<file path="src/rtl/lane_split_adder.sv">
module lane_split_adder #(
  parameter int LANE_W = 64,
  parameter int LANES  = 4,
  localparam int W     = LANE_W * LANES
) (
  input  logic         clk,
  input  logic         rst_n,
  input  logic [W-1:0] a_in,
  input  logic [W-1:0] b_in,
  input  logic         b_const,
  output logic [W-1:0] sum_out,
  output logic         carry_out,
  output logic         wrap_err
);

  logic [W-1:0] bk_q, room_q;
  logic [W-1:0] b_sel, room_sel;
  logic [W-1:0] psum, ps_q, sum_d;
  logic [LANES-1:0] cmask, cm_q, cin, wrap;

  assign b_sel    = b_const ? bk_q   : b_in;
  assign room_sel = b_const ? room_q : ~b_in;
  assign cin      = {cm_q[LANES-2:0], 1'b0};

  for (genvar i = 0; i < LANES; i++) begin : g_lane
    logic [LANE_W-1:0] a_l, b_l, r_l, p_l;
    assign a_l = a_in[i*LANE_W +: LANE_W];
    assign b_l = b_sel[i*LANE_W +: LANE_W];
    assign r_l = room_sel[i*LANE_W +: LANE_W];
    assign psum[i*LANE_W +: LANE_W] = a_l + b_l;
    assign cmask[i] = a_l > r_l;
    assign p_l = ps_q[i*LANE_W +: LANE_W];
    assign sum_d[i*LANE_W +: LANE_W] = p_l + {{(LANE_W-1){1'b0}}, cin[i]};
    assign wrap[i] = cin[i] & (&p_l);
  end

  always_ff @(posedge clk or negedge rst_n) begin
    if (!rst_n) begin
      bk_q      <= '0;
      room_q    <= '1;
      ps_q      <= '0;
      cm_q      <= '0;
      sum_out   <= '0;
      carry_out <= 1'b0;
      wrap_err  <= 1'b0;
    end else begin
      if (!b_const) begin
        bk_q   <= b_in;
        room_q <= ~b_in;
      end
      ps_q      <= psum;
      cm_q      <= cmask;
      sum_out   <= sum_d;
      carry_out <= cm_q[LANES-1];
      wrap_err  <= |wrap;
    end
  end

endmodule

</file>
<file path="config.mk">
export PLATFORM = sky130hd
export DESIGN_NAME = lane_split_adder
export DESIGN_NICKNAME = d
export VERILOG_FILES = /design/src/rtl/lane_split_adder.sv
export SDC_FILE = /design/constraint.sdc
export NUM_CORES = 2
export LEC_CHECK = 0
export ABC_CLOCK_PERIOD_IN_PS = 7500
export CORE_AREA = 2 2 305 307
export DETAILED_ROUTE_END_ITERATION = 12
export DIE_AREA = 0 0 307 309
export DONT_BUFFER_PORTS = 1
export PLACE_DENSITY = 0.77
export SLEW_MARGIN = 40
export SYNTH_ARGS = -nofsm -noshare
export SYNTH_HDL_FRONTEND = slang
export SYNTH_SLANG_ARGS = --single-unit
</file>
<file path="constraint.sdc">
create_clock -name clk -period 7.5 [get_ports clk]
set_input_delay 0.375 -clock clk [delete_from_list [all_inputs] [get_ports clk]]
set_output_delay 0.375 -clock clk [all_outputs]
set_load 0.05 [all_outputs]
</file>
==> metrics.txt <==
CTS resizes=0; mapped cell area=roughly 0.056 mm²; # IOs=773; Routed Antenna Nets=0; Initial Utilization=0.6103; CTS H-tree depth=3; EDFF count, synth=0; Synth Instances=5,370; final core occ=0.7016; clk buf depth=3; CP startpoint kind=input pin; first-pass GRT wire length=252.0 mm; crit-path max FO=about 150; Slowest-stage cell, CP=a221oi_1; DRT Pass-1 Iters=6; share of post-route cells with drive strength above 1=0.1304; Placer Congestion=0.9833; Die Wd=307 µm; final wirelength=approximately 170 mm; Area Growth Syn to Fin=14.95%; drt via density=6.198; Hold Fails Final Rpt=1; RSZ-0062 raised after global routing=false; power per cell area=294.5 mW/mm²; hold crit path type=in2reg; total congestion overflow=0; Final Cycle Share=0.6172; Worst Path Arrival=approximately 5.2 ns; Die Y=about 310 µm; WP data required=just over 8 ns; die area=approximately 0.095 mm²; top cells by area, synth=dfrtp_1, dfstp_2, ha_1; Final #Nets=6,661; initial antenna violation count=42; HPWL Detailed=123.7 mm; Worst Skew=0.02741 ns; vias in the first global route=around 43,000; initial DRC count=about 3,700; final setup vio count=0; GRT met2 Usage=0.5437; area fraction of the dominant cell type after synthesis=0.3473; synthesized area per cell=10.39 µm²; syn nets=6,403; largest net degree at the start of global routing=about 1,000; # fillers=~6,500; Primary FF master, synth=dfrtp_1; worst-path cell chain=buf_16 -> buf_16 -> mux2_2 -> ha_1 -> fa_1 -> a21oi_1 -> o211ai_1 -> a21oi_1 -> nor3_1 -> o211ai_1 -> nand3b_1 -> a221oi_1 -> o31a_1 -> nor2_1 -> o31a_1 -> xor2_1; status=complete, but fails checks; peak per-stage delay on the critical path=roughly 0.50 ns; clock sinks=1,030; met3 Usage GRT=0.08578; M1 GR Usage=0.4320; Synth warnings=0; Routed WL per cell=24.48 µm; Critical Path Sink Type=flip-flop; worst vdd ir=approximately 0.28 mV; Tmin final=roughly 4.6 ns; fmax=about 0.22 GHz; CTS clock-pin slew for the worst setup and hold paths=~0.060 ns; flops & latches, synth=1,030; Final TNS setup=0 ns; Tightest Pin Transition=0.8777 ns; Core ar.=0.09139 mm²; Rows=111; register area share after synthesis=0.4679; Num CTS Buffers=108; Total Routing Usage GR=0.3463; synth unique cells=80; most crowded layer after global routing=met2; LEAKAGE=0.02974 µW; Synth area leader=dfrtp_1; max-slew violations=0; clk_lat worst skew=between 0.6 and 0.7 ns; root buffer cell=clkbuf_16; TritonCTS clock tree=yes; Design Power=18,880 µW; share of async-settable or async-resettable flops after synthesis=1.000; hold_ws=-0.007673 ns; WS Path Type=in2reg; Max Cap Viol=0; relative slew slack=0.4149; port bufs=0; failing checks=hold timing; DRC Markers=0; Vias=43,011
[metrics by stage]
step | worst slack, ns | hold slack [ns] | cell area (µm²) | instances
finish | 2.871 | -0.007673 | 64110 | 6939
global route | 2.540 | 0.002759 | 64090 | 6930
CTS | 3.442 | -0.6267 | 63640 | 6891
detailed placement | 3.096 | 0.1130 | 56530 | 6360
global placement | 3.184 | 0.1106 | 56510 | 6360
floorplan | 3.103 | 0.07941 | 55770 | 5370
[state kept, by name (all words and copies together), names as in the netlist]
name,cells
wrap_err,1
sum_out,256
carry_out,1
room_q,256
ps_q,256
bk_q,256
cm_q,4
[metal layers]
metal / routed length [µm] / up-vias
met1: 66670 / 20916
met5: 105 / -
met3: 14730 / 589
met2: 76380 / 2014
li1: - / 19472
met4: 11980 / 20
[layout by cell type, fill, tap and decap left out, types with 111 or more instances in the layout]
cell	synthesis	layout
a21o_1	335	335
clkbuf_16	0	111
nor2_1	436	436
mux2_2	249	249
nand3_1	148	148
dfrtp_1	774	774
dlygate4sd3_1	0	328
inv_1	333	333
xor2_1	131	131
xnor2_1	303	303
nand2_1	285	285
ha_1	514	514
dfstp_2	256	256
o21ai_0	171	170
a21oi_1	508	508
nand4_1	165	165
[worst max-delay path: cells and delay by family]
kind | cells | cell delay, ns
xor gates and xnor gates | 1 | 0.14
muxes | 1 | 0.42
buffers and inverters | 2 | 0.87
and+or+nand+nor | 3 | 0.37
adders and majority gates | 2 | 0.61
AOI/OAI and AO/OA | 7 | 2.13
[worst paths after layout]
check | from | end | slack, ns | cells after the start
setup / recovery | b_const | ps_q[248] | 2.87 | 16
hold / removal | b_const | room_q[103] | -0.008 | 3
setup reg to reg | bk_q[66] | ps_q[125] | 3.33 | 13
hold reg to reg | ps_q[62] | sum_out[62] | 0.34 | 0
max in group asynchronous | rst_n | bk_q[55] | 4.89 | 5
min in group asynchronous | rst_n | sum_out[137] | 0.22 | 2
[power by group]
| part | switching, µW | internal [µW] |
|---|---|---|
| registers | 2580 | 6790 |
| clock network | 2280 | 3420 |
| logic | 2200 | 1620 |
[synthesized netlist by cell type (all sizes together), types with 28 or more instances]
cell type	number
a21oi	509
and2	32
and3	67
a31oi	31
dfstp	256
xnor2	303
nand3	148
nor2b	37
nand2b	28
dfrtp	774
nand4	165
nor2	439
inv	333
o21bai	60
o21ai	178
nand2	285
o21a	30
clkbuf	175
xor2	131
ha	514
nor3	36
mux2	249
a21o	335
[layout make-up]
class | instances | area [µm²] | share of cell area
antenna | 32 | 80.08 | 0.001249
clock buffer | 160 | 3182 | 0.04963
clock inverter | 43 | 606.8 | 0.009465
inverter | 333 | 1250 | 0.01950
multi-input combinational | 3809 | 27690 | 0.4318
sequential | 1030 | 26100 | 0.4070
tap | 1186 | 1484 | 0.02315
timing repair buffer | 346 | 3731 | 0.05819
[cell families (layout without fill, tap and decap cells)]
family / after synthesis / after routing / synth area share
AO/OA/AOI/OAI: 1316 / 1316 / 0.1508
XOR/XNOR: 435 / 435 / 0.06858
adder cells (fa/ha/maj): 518 / 518 / 0.1167
buffers and inverters: 531 / 882 / 0.03607
flip-flops: 1030 / 1030 / 0.4679
multiplexers: 249 / 249 / 0.05027
other: 0 / 32 / 0
AND/OR/NAND/NOR: 1291 / 1291 / 0.1097
[what timing repair did]
action / in CTS / in global routing
hold buffers: 328 / 5
setup buffers: 0 / 0
hold endpoints to repair: 1605 / 417
Power figures use the tool's default switching activity.
